==> src/rtl/steer_pkg.sv <==
package steer_pkg;

    localparam int DATA_W = 32;
    localparam int LANES  = DATA_W / 8;
    localparam int LANE_W = $clog2(LANES);

    typedef enum logic [1:0] {
        SZ_BYTE = 2'b00,
        SZ_HALF = 2'b01,
        SZ_WORD = 2'b10,
        SZ_RSVD = 2'b11
    } xfer_size_e;

    typedef struct packed {
        logic [DATA_W-1:0] wdata;
        logic [DATA_W-1:0] rdata;
        logic              err;
    } steer_out_t;

    // Physical lane holding memory byte k for the given ordering.
    function automatic logic [LANE_W-1:0] lane_of(input logic [LANE_W-1:0] k,
                                                  input logic big);
        return big ? ~k : k;
    endfunction

    function automatic logic [7:0] pick_lane(input logic [DATA_W-1:0] w,
                                             input logic [LANE_W-1:0] lane);
        logic [7:0] r;
        case (lane)
            2'd0:    r = w[7:0];
            2'd1:    r = w[15:8];
            2'd2:    r = w[23:16];
            default: r = w[31:24];
        endcase
        return r;
    endfunction

endpackage

==> src/rtl/store_lane_fill.sv <==
module store_lane_fill
    import steer_pkg::*;
(
    input  xfer_size_e        size,
    input  logic [DATA_W-1:0] reg_data,
    output logic [DATA_W-1:0] wdata
);

    for (genvar g = 0; g < LANES; g++) begin : g_lane
        always_comb begin
            unique case (size)
                SZ_BYTE: wdata[8*g +: 8] = reg_data[7:0];
                SZ_HALF: wdata[8*g +: 8] = reg_data[8*(g % 2) +: 8];
                SZ_WORD: wdata[8*g +: 8] = reg_data[8*g +: 8];
                default: wdata[8*g +: 8] = 8'h00;
            endcase
        end
    end

endmodule

==> src/rtl/load_lane_pick.sv <==
module load_lane_pick
    import steer_pkg::*;
(
    input  xfer_size_e        size,
    input  logic [1:0]        addr_lo,
    input  logic              big,
    input  logic [DATA_W-1:0] bus,
    output logic [DATA_W-1:0] rdata,
    output logic              err
);

    logic [LANE_W-1:0] byte_lane;
    logic              upper_half;
    logic [15:0]       half_val;

    assign byte_lane  = lane_of(addr_lo, big);
    assign upper_half = addr_lo[1] ^ big;
    assign half_val   = upper_half ? bus[31:16] : bus[15:0];

    always_comb begin
        err   = 1'b0;
        rdata = '0;
        unique case (size)
            SZ_BYTE: rdata[7:0]  = pick_lane(bus, byte_lane);
            SZ_HALF: rdata[15:0] = half_val;
            SZ_WORD: rdata       = bus;
            default: err         = 1'b1;
        endcase
    end

endmodule

==> src/rtl/steer_out_stage.sv <==
module steer_out_stage
    import steer_pkg::*;
#(
    parameter bit OUT_REG = 1'b1
) (
    input  logic       clk,
    input  logic       rst,
    input  steer_out_t d,
    output steer_out_t q
);

    if (OUT_REG) begin : g_reg
        always_ff @(posedge clk) begin
            if (rst) q <= '0;
            else     q <= d;
        end
    end else begin : g_comb
        logic unused_ok;
        assign unused_ok = clk ^ rst;
        assign q = d;
    end

endmodule

==> src/rtl/subword_steer.sv <==
module subword_steer
    import steer_pkg::*;
#(
    parameter bit OUT_REG = 1'b1
) (
    input  logic              clk,
    input  logic              rst,
    input  logic              big_endian_i,
    input  logic [1:0]        size_i,
    input  logic [1:0]        addr_lo_i,
    input  logic [DATA_W-1:0] store_data_i,
    input  logic [DATA_W-1:0] bus_rdata_i,
    output logic [DATA_W-1:0] bus_wdata_o,
    output logic [DATA_W-1:0] load_data_o,
    output logic              size_err_o
);

    xfer_size_e size_e;
    steer_out_t comb_out;
    steer_out_t reg_out;

    assign size_e = xfer_size_e'(size_i);

    store_lane_fill u_fill (
        .size     (size_e),
        .reg_data (store_data_i),
        .wdata    (comb_out.wdata)
    );

    load_lane_pick u_pick (
        .size    (size_e),
        .addr_lo (addr_lo_i),
        .big     (big_endian_i),
        .bus     (bus_rdata_i),
        .rdata   (comb_out.rdata),
        .err     (comb_out.err)
    );

    steer_out_stage #(.OUT_REG(OUT_REG)) u_stage (
        .clk (clk),
        .rst (rst),
        .d   (comb_out),
        .q   (reg_out)
    );

    assign bus_wdata_o = reg_out.wdata;
    assign load_data_o = reg_out.rdata;
    assign size_err_o  = reg_out.err;

endmodule

==> config.mk <==
export PLATFORM = sky130hd
export DESIGN_NAME = subword_steer
export DESIGN_NICKNAME = d
export VERILOG_FILES = /design/src/rtl/steer_pkg.sv /design/src/rtl/store_lane_fill.sv /design/src/rtl/load_lane_pick.sv /design/src/rtl/steer_out_stage.sv /design/src/rtl/subword_steer.sv
export SDC_FILE = /design/constraint.sdc
export NUM_CORES = 1
export LEC_CHECK = 0
export BUFFER_PORTS_ARGS = -buffer_cell sky130_fd_sc_hd__buf_4
export CAP_MARGIN = 20
export CORE_ASPECT_RATIO = 2
export CORE_MARGIN = 2
export CORE_UTILIZATION = 50
export CTS_BUF_LIST = sky130_fd_sc_hd__clkbuf_4
export CTS_CLUSTER_SIZE = 20
export DETAILED_ROUTE_END_ITERATION = 6
export PLACE_DENSITY = 0.95
export SYNTH_ARGS = -nofsm -noshare
export SYNTH_HDL_FRONTEND = slang
export SYNTH_SLANG_ARGS = --single-unit
==> constraint.sdc <==
create_clock -name clk -period 4.55 [get_ports clk]
set_input_delay 1.1375 -clock clk [delete_from_list [all_inputs] [get_ports clk]]
set_output_delay 1.1375 -clock clk [all_outputs]
set_load 0.1 [all_outputs]
; ---- Word-level counts from Yosys, hierarchy flattened
; Cells that the tools add are included.
[totals]
reg_bits = 65
out_inout_bits = 65
[classes]
n_eq_ne = 4
mux = 9
n_bitwise = 4
n_reduce_logical = 7
[ops]
columns = cell, n
row1 = one-hot mux 8 bit (3 select lines), 3
row2 = one-hot mux 8 bit (2 select lines), 3
row3 = two-way mux 16 bit, 1
row4 = OR reduction 2 bit, 4
row5 = equality test 2 x 1 -> 1 bit (second input constant), 2
row6 = equality test 2 bit (second input constant), 2
row7 = zero test 2 bit, 2
row8 = OR reduction 3 bit, 1
row9 = two-way mux 2 bit, 1
row10 = NOT 1 bit, 2
row11 = NOT 2 bit, 1
row12 = two-way mux 1 bit, 1
row13 = bitwise XOR 1 bit, 1

; ---- Depth between registers and ports, before layout
; Gate-level depths: netlist (run 1).
[depth]
word_depth = 5
depth_mapped = 7

; ---- Hierarchy
; From an unflattened synthesis (run 1), not the netlist that was laid out.
[hier_totals]
hier_cells = 356
hier_area_um2 = 3433.3
[by_module_without_submodules]
columns = module, instances, cells_each, area_per_inst_um2, seq_area_each_um2
row1 = steer_out_stage, 1, 137, 1855.5, 1301.2
row2 = load_lane_pick, 1, 140, 1102.3, 0.0
row3 = store_lane_fill, 1, 79, 475.5, 0.0

; ---- Worst setup path before layout (run 1)
; No wires, ideal clock.
[synth_path]
kind = input port to flip-flop
from = in addr_lo_i[1]
to = reg u_stage.q[11] in the netlist's numbering
setup_ns = 0.124
t_arrival_ns = 2.434
t_required_ns = 4.426
path_slack_ns = 1.992
path_stages = 6
n_path_buf = 2
cell_sequence = buf_4 xor2_1 buf_4 mux2_2 a22oi_1 nor2_1
[synth_via]
elab_chain_len = 3
[synth_lines]
columns = item, line_no
row1 = from (decl), subword_steer.sv:10  ; input logic [1:0] addr_lo_i,
row2 = bitwise XOR 1 bit, load_lane_pick.sv:17  ; assign upper_half = addr_lo[1] ^ big;
row3 = two-way mux 16 bit, load_lane_pick.sv:18  ; assign half_val = upper_half ? bus[31:16] : bus[15:0];
row4 = one-hot mux 8 bit (2 select lines), load_lane_pick.sv:23  ; unique case (size)
row5 = to (signal assigned), steer_out_stage.sv:14  ; if (rst) q <= '0;
row6 = to (signal assigned), steer_out_stage.sv:15  ; else q <= d;
row7 = to (decl), steer_out_stage.sv:9  ; output steer_out_t q
; No other way between the ends.
; A chain may end at the register's enable or synchronous reset.

; ---- Worst setup path in the final report (run 1)
[layout_path]
from = in size_i[0]
to = reg u_stage.q[53] in the netlist's numbering
[layout_via]
elab_chain_len = 3
word_cells_on_any_way = 5
[layout_lines]
columns = item, line_no
row1 = from (decl), subword_steer.sv:9  ; input logic [1:0] size_i,
row2 = equality test 2 x 1 -> 1 bit or zero test 2 bit (tied branches), store_lane_fill.sv:11  ; unique case (size)
row3 = OR reduction 2 bit (no line), -
row4 = one-hot mux 8 bit (2 select lines) (*), store_lane_fill.sv:11
; Every way passes the cells marked *; elsewhere a longest branch is shown, timed or not.

==> results.md, run 1 <==
- Outcome: finished clean
- Final nets: between 400 and 500
- I/O pin total: 136
- Most flop-heavy register: u_stage.q
- Sequential area share after synthesis: about half
- Routed Antenna Nets: 0
- Layout cells sized above 1: a little over two fifths
- Number of setup violations in the final report: 0
- Post-Route Setup TNS: 0 ps
- Max reg flops: 65
- Achievable Freq: roughly 0.35 GHz
- Largest net degree at the start of global routing: 26
- CTS root buf: clkbuf_4
- Most frequent cells in the layout: buf_4, dfxtp_1, nor2_1
- CTS tree: yes
- P per Cell Area: between 300 and 400 nW/um^2
- Vias in the first global route: 2,635
- Seq cells post-synth: 65
- Initial DRC Count: around 200
- CP Data Required Time: ~4900 ps
- VDD IR-drop max: a little over 0.3 mV
- # diodes: 0
- Cells along the critical path: buf_4 > inv_1 > ha_1 > buf_4 > nor2b_1 > nor2b_1 > a22o_1
- DR DRC count: 0
- IO buf count: ~140
- GRT Residual Overflow: 0
- Crit. End Element: flop
- H-tree depth: 3
- Via count: roughly 2,700
- Regs by FF count: u_stage.q (65)
- Post-Syn Nets: between 300 and 400
- Die ar.: 5940 sq um
- CP startpoint kind: input port
- Vert. Die Dim: approximately 110 um
- Row count: 37
- GRT Overall Usage: 29.7%
- CORE AREA: about 5100 sq um
- Yosys cell types: 33
- Placer congestion estimate: 0.949
- Clk buf depth: 2
- Cell Area, Synth: ~2700 sq um
- Cells after synthesis: between 200 and 300
- Max Cap Viol: 0
- Cts hold-fix bufs: 0
- TritonCTS sink count: 65
- Worst Setup Path Type: in -> reg
- Worst-path fanout max: 14
- Largest cells by area after synthesis: dfxtp_1, and2_1, a22oi_1
- FILL cells: between 300 and 400
- Post-cts resize count: 0
- Lkg Pwr: approximately 1.7 nW
- Final hold violations: 0
- Final HPWL DP: 6760 um
- Hold WC Path Type: in -> reg
- Wirelength per Cell: roughly 19 um
- Mean Syn Cell Area: 9.90 sq um
- Initial Util: 51.6%
- Initial antenna violation count: 0
- Final critical-path required period: roughly 2800 ps
- Worst Path Arrival: roughly 3200 ps
- CP max stage delay: about 540 ps
- YS warnings: 0
- DRT Wirelength: just under 9000 um
- Post-CTS setup buffers: 0
- Area grow syn2layout: 43.0%
- CTS buffer count: 9
- Period utilization: just over 60%
- Max Slew Vio Count: 0
- Synth area leader: dfxtp_1
- Commonest non-fill, non-tap cell in the layout: buf_4
- Via density: just under 6
- First-pass GRT wire length: around 13,000 um
- Hold_ws: between 900 and 1000 ps
- Clock slew at reported path FFs: 90 ps
- Worst Tran Pin Value: 756 ps
- Rel. slew slack: between 40% and 50%
- RSZ-0062 raised after global routing: false
- Initial DRT Pass Iterations: 5
- CP max-delay cell: nor2b_1
- Chip Width: ~56 um
- Yosys top cell area share: between 40% and 50%
==> metrics by stage <==
stage	setup slack (ps)	std cells	util [%]	cell area (sq um)	total power, mW
floorplan	1990	268	-	2650	0.925
detailed placement	1430	442	71.4	3670	1.06
finish	1710	457	73.8	3790	1.41
global route	1630	457	73.8	3790	1.46
global placement	1580	442	71.4	3670	1.05
CTS	1800	457	73.8	3790	1.41
==> layer usage <==
metal	up-vias	track usage (%)	share of wire, %
li1	1234	-	-
met1	1262	28.7	31
met2	176	54.7	56
met3	41	7.24	8.0
met4	0	18.5	5.1
met5	-	0	0
==> power breakdown <==
part	switching, mW	internal [mW]	total (mW)
combinational	0.316	0.128	0.444
sequential	0.00825	0.597	0.605
clock	0.198	0.165	0.363
total	0.522	0.891	1.41
==> worst paths after layout <==
kind  slack [ps]  startpoint  cells past startpoint             to
max         1710   size_i[0]                      7  u_stage.q[53]
min          940         rst                      2   u_stage.q[0]
==> logic make-up (layout without fill, tap and decap cells) <==
group	after synthesis	in the layout	synth area share, %
multiplexers	15	15	6.60
flip-flops	65	65	49.0
buffers and inverters	25	156	4.01
adder cells (fa/ha/maj)	4	4	1.89
XOR/XNOR	3	3	0.990
AND/OR/NAND/NOR	87	87	16.4
AO/OA/AOI/OAI	69	69	21.1
==> Yosys cell counts, drive strengths merged <==
master	count
xnor2	2
o221ai	7
a31o	5
a32oi	1
o22a	5
nand3	11
nand2	7
o21a	1
dfxtp	65
a22o	8
xor2	1
inv	2
nor2	33
a21o	2
nand3b	2
ha	4
or3b	1
buf	5
or2	2
a222oi	9
o31ai	5
o21ai	2
clkbuf	18
mux2i	4
nor2b	5
mux2	10
a22oi	17
and2	25
nand2b	1
o22ai	7
mux4	1
==> layout make-up <==
class	count	area (sq um)	area share, %
inverter	2	7.51	0.198
sequential	65	1300	34.3
clock inverter	5	47.5	1.25
clock buffer	10	75.1	1.98
multi-input combinational	178	1250	32.8
timing repair buffer	139	1040	27.5
tap	58	72.6	1.91
==> critical path, delay by kind of cell <==
kind / cells / cell delay, ps
AND/OR/NAND/NOR: 2 / 740
AO/OA/AOI/OAI: 1 / 270
buffers and inverters: 3 / 500
adder cells (fa/ha/maj): 1 / 520
(Power assumes the default switching activity.)
==> run 2, diff against run 1 <==
--- a/config.mk
+++ b/config.mk
@@ -5,15 +5,16 @@
 export SDC_FILE = /design/constraint.sdc
 export NUM_CORES = 1
 export LEC_CHECK = 0
+export ABC_AREA = 1
 export BUFFER_PORTS_ARGS = -buffer_cell sky130_fd_sc_hd__buf_4
 export CAP_MARGIN = 20
 export CORE_ASPECT_RATIO = 2
 export CORE_MARGIN = 2
-export CORE_UTILIZATION = 50
+export CORE_UTILIZATION = 48
 export CTS_BUF_LIST = sky130_fd_sc_hd__clkbuf_4
 export CTS_CLUSTER_SIZE = 20
 export DETAILED_ROUTE_END_ITERATION = 6
-export PLACE_DENSITY = 0.95
+export PLACE_DENSITY = 0.93
 export SYNTH_ARGS = -nofsm -noshare
 export SYNTH_HDL_FRONTEND = slang
 export SYNTH_SLANG_ARGS = --single-unit
==> constraint.sdc (replaced) <==
create_clock -name clk -period 2.95 [get_ports clk]
set_input_delay 0.7375 -clock clk [delete_from_list [all_inputs] [get_ports clk]]
set_output_delay 0.7375 -clock clk [all_outputs]
set_load 0.1 [all_outputs]
==> results.md, run 2 <==
- Regs by FF count: u_stage.q (65)
- CP max stage delay: 800 ps (+260 ps)
- Most flop-heavy register: u_stage.q
- Wirelength per Cell: 15.7 um (-19%)
- Post-CTS setup buffers: 0 (unchanged)
- Layout cells sized above 1: 30.4% (-12 points)
- Placer congestion estimate: 0.950 (+0.15%)
- Post-Route Setup TNS: 0 ps (unchanged)
- Hold WC Path Type: in -> reg
- CP max-delay cell: ha_1
- Initial DRC Count: 161 (-20%)
- VDD IR-drop max: 0.472 mV (+51%)
- Flop pwr share: 42.8% (about the same)
- Post-synth ARST share: 0% (unchanged)
- IO buf count: 135 (unchanged)
- CP Data Required Time: 3310 ps (-1580 ps)
- Via count: 3,145 (+16%)
- Die ar.: 6570 sq um (+11%)
- Cell Area, Synth: 2830 sq um (+6.7%)
- Worst-path fanout max: 25 (+11)
- H-tree depth: 3 (unchanged)
- YS warnings: 0 (unchanged)
- I/O pin total: 136 (unchanged)
- GRT Overall Usage: 28.9% (-0.80 points)
- Cells along the critical path: buf_4 > inv_1 > ha_1 > or2_2 > a32o_1
- Most frequent cells in the layout: buf_4, nand2_1, inv_1
- Final HPWL DP: 6940 um (+2.7%)
- Row count: 39 (+5.4%)
- Via density: 5.31 (-11%)
- Routed Antenna Nets: 0 (unchanged)
- Total power draw: 2.18 mW (+54%)
- Synth area leader: dfxtp_1
- Worst Path Arrival: 2250 ps (-930 ps)
- Clock share of power: 26.0% (+0.3 points)
- Sequential area share after synthesis: 45.9% (-3.1 points)
- Clock slew at reported path FFs: 100 ps (about the same)
- Worst Setup Path Type: in -> reg
- Final nets: 601 (+28%)
- Vias in the first global route: 3,210 (+22%)
- CTS tree: yes
- Lkg Pwr: 2.21 nW (+27%)
- Max reg flops: 65 (unchanged)
- Initial Util: 49.6% (-2.0 points)
- Post-cts resize count: 0 (unchanged)
- Cells after synthesis: 397 (+48%)
- Hold path start: rst
- Max Cap Viol: 0 (unchanged)
- Area grow syn2layout: 39.9%
- Post-synth EDFFs: 0 (unchanged)
- Vert. Die Dim: 113 um (+5.2%)
- First-pass GRT wire length: 14,300 um (+6.7%)
- Main synth FF type: dfxtp_1
- CTS root buf: clkbuf_4
- Largest cells by area after synthesis: dfxtp_1, nand2_1, nand3_1
- Yosys cell types: 20 (-39%)
- Yosys top cell area share: 45.9% (-3.1 points)
- Internal: 1.35 mW (+52%)
- Achievable Freq: 0.531 GHz
- Number of setup violations in the final report: 0 (unchanged)
- Rel. slew slack: 35.7% (-14 points)
- Largest net degree at the start of global routing: 33 (+27%)
- FILL cells: 524 (+39%)
- Combinational share of power: 31.2% (-0.2 points)
- CORE AREA: 5710 sq um (+11%)
- Post-Syn Nets: 472 (+38%)
- Initial antenna violation count: 1 (+1)
- Initial DRT Pass Iterations: 5 (unchanged)
- CTS buffer count: 9 (unchanged)
- Most common cell in the synthesized netlist: nand2_1
- Sw power: 829 uW (+59%)
- Worst Tran Pin Value: 965 ps (+209 ps)
- WHS Path Cells: 2 (unchanged)
- RSZ-0062 raised after global routing: false
- Seq cells post-synth: 65 (unchanged)
- Clk buf depth: 2 (unchanged)
- CP Launch Point: size_i[1]
- Crit. End Element: flop
- P per Cell Area: 550 nW/um^2 (+48%)
- Outcome: finished clean
- Min-Delay Endpoint: u_stage.q[0]
- Mean Syn Cell Area: 7.14 sq um (-28%)
- Period utilization: 63.8%
- Post-synth top cells: nand2_1, inv_1, dfxtp_1
- Final hold violations: 0 (unchanged)
- GRT Residual Overflow: 0 (unchanged)
- Max Slew Vio Count: 0 (unchanged)
- DRT Wirelength: 9300 um (+5.4%)
- DR DRC count: 0 (unchanged)
- Commonest non-fill, non-tap cell in the layout: buf_4
- CP startpoint kind: input port
- Chip Width: 58.3 um (+5.1%)
- Cts hold-fix bufs: 0 (unchanged)
- Sw Ratio: 38.0% (+1.1 points)
- TritonCTS sink count: 65 (unchanged)
- Final critical-path required period: around 1900 ps
==> run 2: worst max path at each step <==
stage	to	slack [ps]
2_1_floorplan	u_stage.q[49]	1100
3_3_place_gp	u_stage.q[56]	710
3_5_place_dp	u_stage.q[49]	660
4_1_cts	u_stage.q[49]	1090
5_1_grt	u_stage.q[6]	890
6_report	u_stage.q[49]	1070
==> run 2: cell families (layout without fill, tap and decap cells) <==
| kind of cell | after synthesis | after routing | share of synthesized area (%) |
|---|---|---|---|
| other | 0 | 1 | 0 |
| adders and majority gates | 4 | 4 | 1.77 |
| DFF | 65 | 65 | 45.9 |
| AOI/OAI and AO/OA | 39 | 39 | 8.92 |
| and+or+nand+nor | 200 | 200 | 30.6 |
| buffers and inverters | 89 | 222 | 12.8 |
==> run 2: critical path, delay by kind of cell <==
kind / cells / cell delay [ps]
AO/OA/AOI/OAI: 1 / 150
AND/OR/NAND/NOR: 1 / 340
adder cells (fa/ha/maj): 1 / 800
buffers and inverters: 2 / 220
==> run 2: layout make-up <==
type                    count  area, sq um  area share, %
multi-input cells         243         1170           29.5
inverters                  70          263           6.63
flip-flops and latches     65         1300           32.8
repair buffers            137         1030           25.9
clock inverters             5         47.5           1.20
well taps                  61         76.3           1.93
diodes                      1         2.50         0.0631
clock buffers              10         75.1           1.89
==> run 2: power by group through the flow <==
stage / combinational, mW / clock [mW] / sequential, mW
6_report: 0.681 / 0.567 / 0.932
5_1_grt: 0.717 / 0.605 / 0.935
4_1_cts: 0.679 / 0.576 / 0.933
3_5_place_dp: 0.677 / 0 / 0.953
3_3_place_gp: 0.664 / 0 / 0.952
2_1_floorplan: 0.169 / 0 / 1.26
==> run 2: through the flow <==
stage	utilization, %	cell area [sq um]	hold WS (ps)	setup WS [ps]	cells
final	69.4	3960	500	1070	592
after global routing	69.4	3960	485	894	592
after CTS	69.4	3960	480	1090	591
after detailed placement	67.2	3840	935	658	576
after global placement	67.2	3840	932	706	576
after floorplan	-	2830	809	1100	397
==> run 2: routing by layer <==
| layer | GRT usage [%] | vias to the layer above | routed length (um) |
|---|---|---|---|
| li1 | - | 1495 | - |
| met1 | 26.9 | 1433 | 2970 |
| met2 | 51.5 | 172 | 5120 |
| met3 | 6.22 | 45 | 694 |
| met4 | 22.0 | 0 | 525 |
| met5 | 0 | - | 0 |
